File: src/rtl/losc_pkg.sv
package losc_pkg;
   localparam logic [15:0] UNLOCK_KEY = 16'h16AA;
   localparam int unsigned OFS_CTRL   = 'h00;
   localparam int unsigned OFS_PRESC  = 'h08;
   localparam int unsigned OFS_GATE   = 'h60;
   localparam int unsigned BIT_SEL    = 0;
   localparam int unsigned BIT_EXTEN  = 4;
   localparam int unsigned BIT_BYPASS = 15;
endpackage

File: src/rtl/losc_regs.sv
module losc_regs
   import losc_pkg::*;
#(
   parameter int ADDR_W  = 8,
   parameter int DATA_W  = 32,
   parameter int PRESC_W = 5
) (
   input  logic               clk,
   input  logic               rst_n,
   input  logic [ADDR_W-1:0]  bus_addr,
   input  logic               bus_we,
   input  logic [DATA_W-1:0]  bus_wdata,
   input  logic               ext_present,
   output logic [DATA_W-1:0]  bus_rdata,
   output logic               sel_q,
   output logic               ext_en_q,
   output logic               byp_q,
   output logic [PRESC_W-1:0] presc_q,
   output logic               gate_q
);
   generate
      if (DATA_W < 32) begin : g_bad_dw
         $error("losc_regs: DATA_W must be at least 32");
      end
      if (PRESC_W < 1 || PRESC_W > 16) begin : g_bad_pw
         $error("losc_regs: PRESC_W out of range");
      end
   endgenerate

   logic hit_ctrl, hit_presc, hit_gate, key_ok, wr_ctrl, lost;

   assign hit_ctrl  = (bus_addr == ADDR_W'(OFS_CTRL));
   assign hit_presc = (bus_addr == ADDR_W'(OFS_PRESC));
   assign hit_gate  = (bus_addr == ADDR_W'(OFS_GATE));
   assign key_ok    = (bus_wdata[31:16] == UNLOCK_KEY);
   assign wr_ctrl   = bus_we && hit_ctrl && key_ok;
   assign lost      = sel_q && !byp_q && !ext_present;

   always_ff @(posedge clk or negedge rst_n) begin
      if (!rst_n) begin
         sel_q    <= 1'b0;
         ext_en_q <= 1'b0;
         byp_q    <= 1'b0;
      end else if (wr_ctrl) begin
         sel_q    <= bus_wdata[BIT_SEL];
         ext_en_q <= bus_wdata[BIT_EXTEN];
         byp_q    <= bus_wdata[BIT_BYPASS];
      end else if (lost) begin
         sel_q    <= 1'b0;
      end
   end

   always_ff @(posedge clk or negedge rst_n) begin
      if (!rst_n) begin
         presc_q <= '0;
         gate_q  <= 1'b0;
      end else if (bus_we) begin
         if (hit_presc) presc_q <= bus_wdata[PRESC_W-1:0];
         if (hit_gate)  gate_q  <= bus_wdata[0];
      end
   end

   always_comb begin
      bus_rdata = '0;
      if (hit_ctrl) begin
         bus_rdata[BIT_SEL]    = sel_q;
         bus_rdata[BIT_EXTEN]  = ext_en_q;
         bus_rdata[BIT_BYPASS] = byp_q;
      end else if (hit_presc) begin
         bus_rdata[PRESC_W-1:0] = presc_q;
      end else if (hit_gate) begin
         bus_rdata[0] = gate_q;
      end
   end


   bad_key_hold_chk: assert property (@(posedge clk) disable iff (!rst_n)
      (bus_we && hit_ctrl && !key_ok && !lost) |=> ($stable(sel_q) && $stable(ext_en_q) && $stable(byp_q)));


   fallback_clear_chk: assert property (@(posedge clk) disable iff (!rst_n)
      (sel_q && !byp_q && !ext_present && !wr_ctrl) |=> !sel_q);


   bypass_keep_chk: assert property (@(posedge clk) disable iff (!rst_n)
      (sel_q && byp_q && !wr_ctrl) |=> sel_q);


   unmapped_hold_chk: assert property (@(posedge clk) disable iff (!rst_n)
      (bus_we && !hit_ctrl && !hit_presc && !hit_gate) |=> ($stable(presc_q) && $stable(gate_q)));
endmodule

File: src/rtl/losc_div.sv
module losc_div #(
   parameter int FIXED_DIV = 32,
   parameter int PRESC_W   = 5
) (
   input  logic               clk,
   input  logic               rst_n,
   input  logic               int_tick,
   input  logic [PRESC_W-1:0] presc_q,
   output logic               div_tick
);
   localparam int FW = (FIXED_DIV > 1) ? $clog2(FIXED_DIV) : 1;

   generate
      if (FIXED_DIV < 1) begin : g_bad_fd
         $error("losc_div: FIXED_DIV must be at least 1");
      end
   endgenerate

   logic               pre_pulse;
   logic [PRESC_W-1:0] pcnt, n_act;

   generate
      if (FIXED_DIV == 1) begin : g_nofix
         assign pre_pulse = int_tick;
      end else begin : g_fix
         logic [FW-1:0] fcnt;
         always_ff @(posedge clk or negedge rst_n) begin
            if (!rst_n)
               fcnt <= '0;
            else if (int_tick)
               fcnt <= (fcnt == FW'(FIXED_DIV-1)) ? '0 : fcnt + 1'b1;
         end
         assign pre_pulse = int_tick && (fcnt == FW'(FIXED_DIV-1));
      end
   endgenerate

   assign div_tick = pre_pulse && (pcnt == n_act);

   always_ff @(posedge clk or negedge rst_n) begin
      if (!rst_n) begin
         pcnt  <= '0;
         n_act <= '0;
      end else if (pre_pulse) begin
         if (pcnt == n_act) begin
            pcnt  <= '0;
            n_act <= presc_q;
         end else begin
            pcnt  <= pcnt + 1'b1;
         end
      end
   end


   ratio_hold_chk: assert property (@(posedge clk) disable iff (!rst_n)
      !div_tick |=> $stable(n_act));


   count_range_chk: assert property (@(posedge clk) disable iff (!rst_n)
      pcnt <= n_act);
endmodule

File: src/rtl/losc_src_mux.sv
module losc_src_mux (
   input  logic clk,
   input  logic rst_n,
   input  logic sel_q,
   input  logic ext_en_q,
   input  logic gate_q,
   input  logic div_tick,
   input  logic ext_tick,
   output logic sel_tick,
   output logic gated_tick,
   output logic src_is_ext
);
   logic want_ext;

   assign want_ext = sel_q && ext_en_q;

   always_ff @(posedge clk or negedge rst_n) begin
      if (!rst_n)
         src_is_ext <= 1'b0;
      else if (div_tick)
         src_is_ext <= want_ext;
   end

   assign sel_tick   = src_is_ext ? ext_tick : div_tick;
   assign gated_tick = gate_q && sel_tick;


   switch_on_term_chk: assert property (@(posedge clk) disable iff (!rst_n)
      !div_tick |=> $stable(src_is_ext));


   ext_needs_both_chk: assert property (@(posedge clk) disable iff (!rst_n)
      (div_tick && !(sel_q && ext_en_q)) |=> !src_is_ext);


   gate_off_chk: assert property (@(posedge clk) disable iff (!rst_n)
      gated_tick |-> (gate_q && sel_tick));
endmodule

File: src/rtl/losc_src_ctrl.sv
module losc_src_ctrl #(
   parameter int ADDR_W    = 8,
   parameter int DATA_W    = 32,
   parameter int PRESC_W   = 5,
   parameter int FIXED_DIV = 32
) (
   input  logic              clk,
   input  logic              rst_n,
   input  logic [ADDR_W-1:0] bus_addr,
   input  logic              bus_we,
   input  logic [DATA_W-1:0] bus_wdata,
   output logic [DATA_W-1:0] bus_rdata,
   input  logic              int_tick,
   input  logic              ext_tick,
   input  logic              ext_present,
   output logic              sel_tick,
   output logic              gated_tick,
   output logic              src_is_ext
);
   logic               sel_q, ext_en_q, byp_q, gate_q, div_tick;
   logic [PRESC_W-1:0] presc_q;

   losc_regs #(.ADDR_W(ADDR_W), .DATA_W(DATA_W), .PRESC_W(PRESC_W)) u_regs (
      .clk(clk), .rst_n(rst_n), .bus_addr(bus_addr), .bus_we(bus_we),
      .bus_wdata(bus_wdata), .ext_present(ext_present), .bus_rdata(bus_rdata),
      .sel_q(sel_q), .ext_en_q(ext_en_q), .byp_q(byp_q), .presc_q(presc_q),
      .gate_q(gate_q)
   );

   losc_div #(.FIXED_DIV(FIXED_DIV), .PRESC_W(PRESC_W)) u_div (
      .clk(clk), .rst_n(rst_n), .int_tick(int_tick), .presc_q(presc_q),
      .div_tick(div_tick)
   );

   losc_src_mux u_mux (
      .clk(clk), .rst_n(rst_n), .sel_q(sel_q), .ext_en_q(ext_en_q),
      .gate_q(gate_q), .div_tick(div_tick), .ext_tick(ext_tick),
      .sel_tick(sel_tick), .gated_tick(gated_tick), .src_is_ext(src_is_ext)
   );


   reset_state_chk: assert property (@(posedge clk) disable iff (!rst_n)
      $rose(rst_n) |-> (!src_is_ext && !gated_tick));
endmodule

File: config.mk
export PLATFORM = sky130hd
export DESIGN_NAME = losc_src_ctrl
export DESIGN_NICKNAME = d
export VERILOG_FILES = /design/src/rtl/losc_pkg.sv /design/src/rtl/losc_regs.sv /design/src/rtl/losc_div.sv /design/src/rtl/losc_src_mux.sv /design/src/rtl/losc_src_ctrl.sv
export SDC_FILE = /design/constraint.sdc
export NUM_CORES = 1
export LEC_CHECK = 0
export ABC_AREA = 0
export CORE_MARGIN = 10
export CORE_UTILIZATION = 36
export DETAILED_ROUTE_END_ITERATION = 12
export PLACE_DENSITY_LB_ADDON = 0.12
export SYNTH_ARGS = -nofsm -noshare
export SYNTH_HDL_FRONTEND = slang
export SYNTH_HIERARCHICAL = 1
export SYNTH_SLANG_ARGS = --single-unit
File: constraint.sdc
create_clock -name clk -period 2.5 [get_ports clk]
set_input_delay 0.625 -clock clk [delete_from_list [all_inputs] [get_ports clk]]
set_output_delay 0.625 -clock clk [all_outputs]
set_load 0.005 [all_outputs]
==> impl_metrics.ini <==
[clock_tree]
cts_tree = built
clock-root-buffer = clkbuf_8
cts.sinks = 25
path_clk_slew_ps = 90
cts_buffers = 3
clock_latency_ps = 270
clockBufferDepth = 2
h-tree-depth = 1

[critical_path]
cp_slowest_cell = dfrtp_1
r2r_cells = 7
end_kind = primary output
required_ps = 1880
ff2ff_setup_slack_ps = 750
max_stage_delay_ps = 390
critPathTopFamily = simple AND/OR/NAND/NOR gates
path_class = flop to primary output
crit_buf_inv = 1
cp.arrival_ps = 1970
startpoint_type = flop
cp_cell_sequence = ha_2 > and3_4 > ha_4 > nand2_4 > and3b_2 > mux2_4 > and2_4 > buf_6
rr_endpoint = u_div/n_act[3]
cp_max_fo = 2
rr_startpoint = u_div/g_fix.fcnt[0]

[final_layout]
drive_above_1_share_pct = 34.2
layoutNonFillerInstCount = 271
final_common_cell = clkdlybuf4s50_1
fin_util_pct = 51.6
layout.nets = 269
fin_area_um2 = 2230
diodes = 0
n_fill_cell = 394
final_cell_mix = clkdlybuf4s50_1, conb_1, buf_4, dfrtp_1, nand2_1
area_delta_synth_final_pct = 40.0

[timing]
layout_setup_ws_ps = -94.3
finalCriticalPeriod_ps = 2590
clock.fmax_ghz = 0.385
finalHoldViolCount = 0
timing.final.crit_share_pct = 104
rsz0062_at_grt = true
skew_ps = 6.37
fin_setup_tns_ps = -165
setup_viol = 2
final_max_slew_viol_count = 0
whs_ps = 538

[synth]
yosysUniqueCellTypes = 37
synth-compound-area-share_pct = 5.57
yosysTopAreaCellShare_pct = 39.2
synth_xor_area_share_pct = 2.75
muxShareOfSynthArea_pct = 15.2
synth_area_leaders = dfrtp_1, buf_4, mux2_4
synth_flop_cell = dfrtp_1
synthSimpleGateAreaFrac_pct = 20.4
yosysTopAreaCell = dfrtp_1
synth_fa_ha_area_share_pct = 2.35
yosysWarningCount = 6
synth_edf_count = 0
synth_top_family_by_area = simple AND/OR/NAND/NOR gates
async_flop_share_pct = 100
syn_area_per_cell_um2 = 10.7
synthesis.instances = 149
synth-seq-area-share_pct = 39.2
netlist_area_um2 = 1590
ys_ff_latch = 25

[min_path]
hold_path_class = flop to flop
holdCritStartpoint = u_regs/presc_q[2]
min_to = u_div/n_act[2]
hold_depth = 1

[die]
num_io_pins = 81
dieArea_um2 = 7490
fp-row-count = 24
dieHeight_um = 86.5
floorplan.initialDensity_pct = 36.9
core_area_um2 = 4320
die_w_um = 86.5

[route]
drt_iter0_drc = 17
vias = 1219
drc = 0
first_pass_iters = 4
drt-total-wl_um = 3810
viasPerCell = 4.50
wl_per_cell_um = 14.1
ant_nets = 0

[place]
numPortBuffers = 44
dp.cells = 257
hpwl_um = 3130
post-place-ws_ps = -474
gp_congestion = 0.763
placed_area_um2 = 2100

[grt]
grt_pass1_wl_um = 6160
grt_overflow = 0
track_usage_pct = 10.0
grt_start_max_net_pins = 26
grt_pass1_vias = 1321
antenna_found_initial = 0

[run_status]
status = complete, but fails checks
violations = setup timing

[power]
cellLeakagePower_nw = 1.10
powerDensity_nw_per_um2 = 580
p_total_mw = 1.29
ir_drop_v = 0.000257

[job]
max_cap_viol_count = 0
## worst max path at each step
stage / from / endpoint / slack (ps) / cells after the start
5_1_grt: u_div/g_fix.fcnt[0] / gated_tick / -180 / 8
4_1_cts: u_div/g_fix.fcnt[1] / gated_tick / -110 / 8
3_3_place_gp: bus_addr[5] / bus_rdata[0] / -470 / 6
2_1_floorplan: u_div/g_fix.fcnt[0] / gated_tick / 4 / 8
6_report: u_div/g_fix.fcnt[0] / gated_tick / -90 / 8
3_5_place_dp: bus_addr[5] / bus_rdata[0] / -470 / 6
## repair_timing
item	4_1_cts	5_1_grt
buffers inserted	7	3
endpoints found under the setup margin	8	4
pin swaps	5	4
hold buffers	0	0
gates resized for setup	43	8
## power breakdown
group	switching, mW	internal, mW
clock	0.131	0.117
combinational	0.201	0.320
sequential	0.0517	0.473
total	0.384	0.910
## cell usage after synthesis (2+ instances only)
master,number
xor2_1,5
and3_2,2
dfrtp_1,25
nor3_1,3
o22ai_1,2
ha_1,3
inv_1,4
a21oi_1,3
and2_1,3
buf_4,26
mux2_2,10
nand3_1,6
o21ai_0,7
nor2_1,5
and2_2,2
nor4_4,3
nand2_1,13
mux2_4,8
## cell families (layout without fill, tap and decap cells)
| family | count (synthesis) | in the layout |
|---|---|---|
| AOI/OAI and AO/OA | 15 | 15 |
| xor gates and xnor gates | 5 | 5 |
| adders and majority gates | 3 | 3 |
| buffers and inverters | 32 | 77 |
| DFF | 25 | 25 |
| muxes | 19 | 19 |
| other | 1 | 26 |
| and+or+nand+nor | 49 | 49 |
## cell type report
class / instances / area [µm²] / area share [%]
clock buffer: 3 / 41.3 / 1.85
clock inverter: 1 / 8.76 / 0.392
inverter: 4 / 15.0 / 0.673
multi-input combinational: 117 / 875 / 39.2
sequential: 25 / 626 / 28.0
tap: 52 / 65.1 / 2.91
timing repair buffer: 69 / 602 / 27.0
## per-layer routing
metal,up-vias,track usage (%),part of all wire (%)
met1,575,9.35,34
met2,35,19.2,55
met4,0,1.77,0.42
met5,-,0,0
li1,607,-,-
met3,2,5.07,9.9
## sequential cells by signal (all words and copies together) (netlist names)
register and count:
u_mux/src_is_ext 1, u_regs/gate_q 1, u_regs/sel_q 1, u_regs/byp_q 1, u_regs/presc_q 5, u_div/g_fix.fcnt 5, u_div/n_act 5, u_div/pcnt 5
u_regs/ext_en_q 1
No activity file was read; power rests on OpenSTA's default activity.
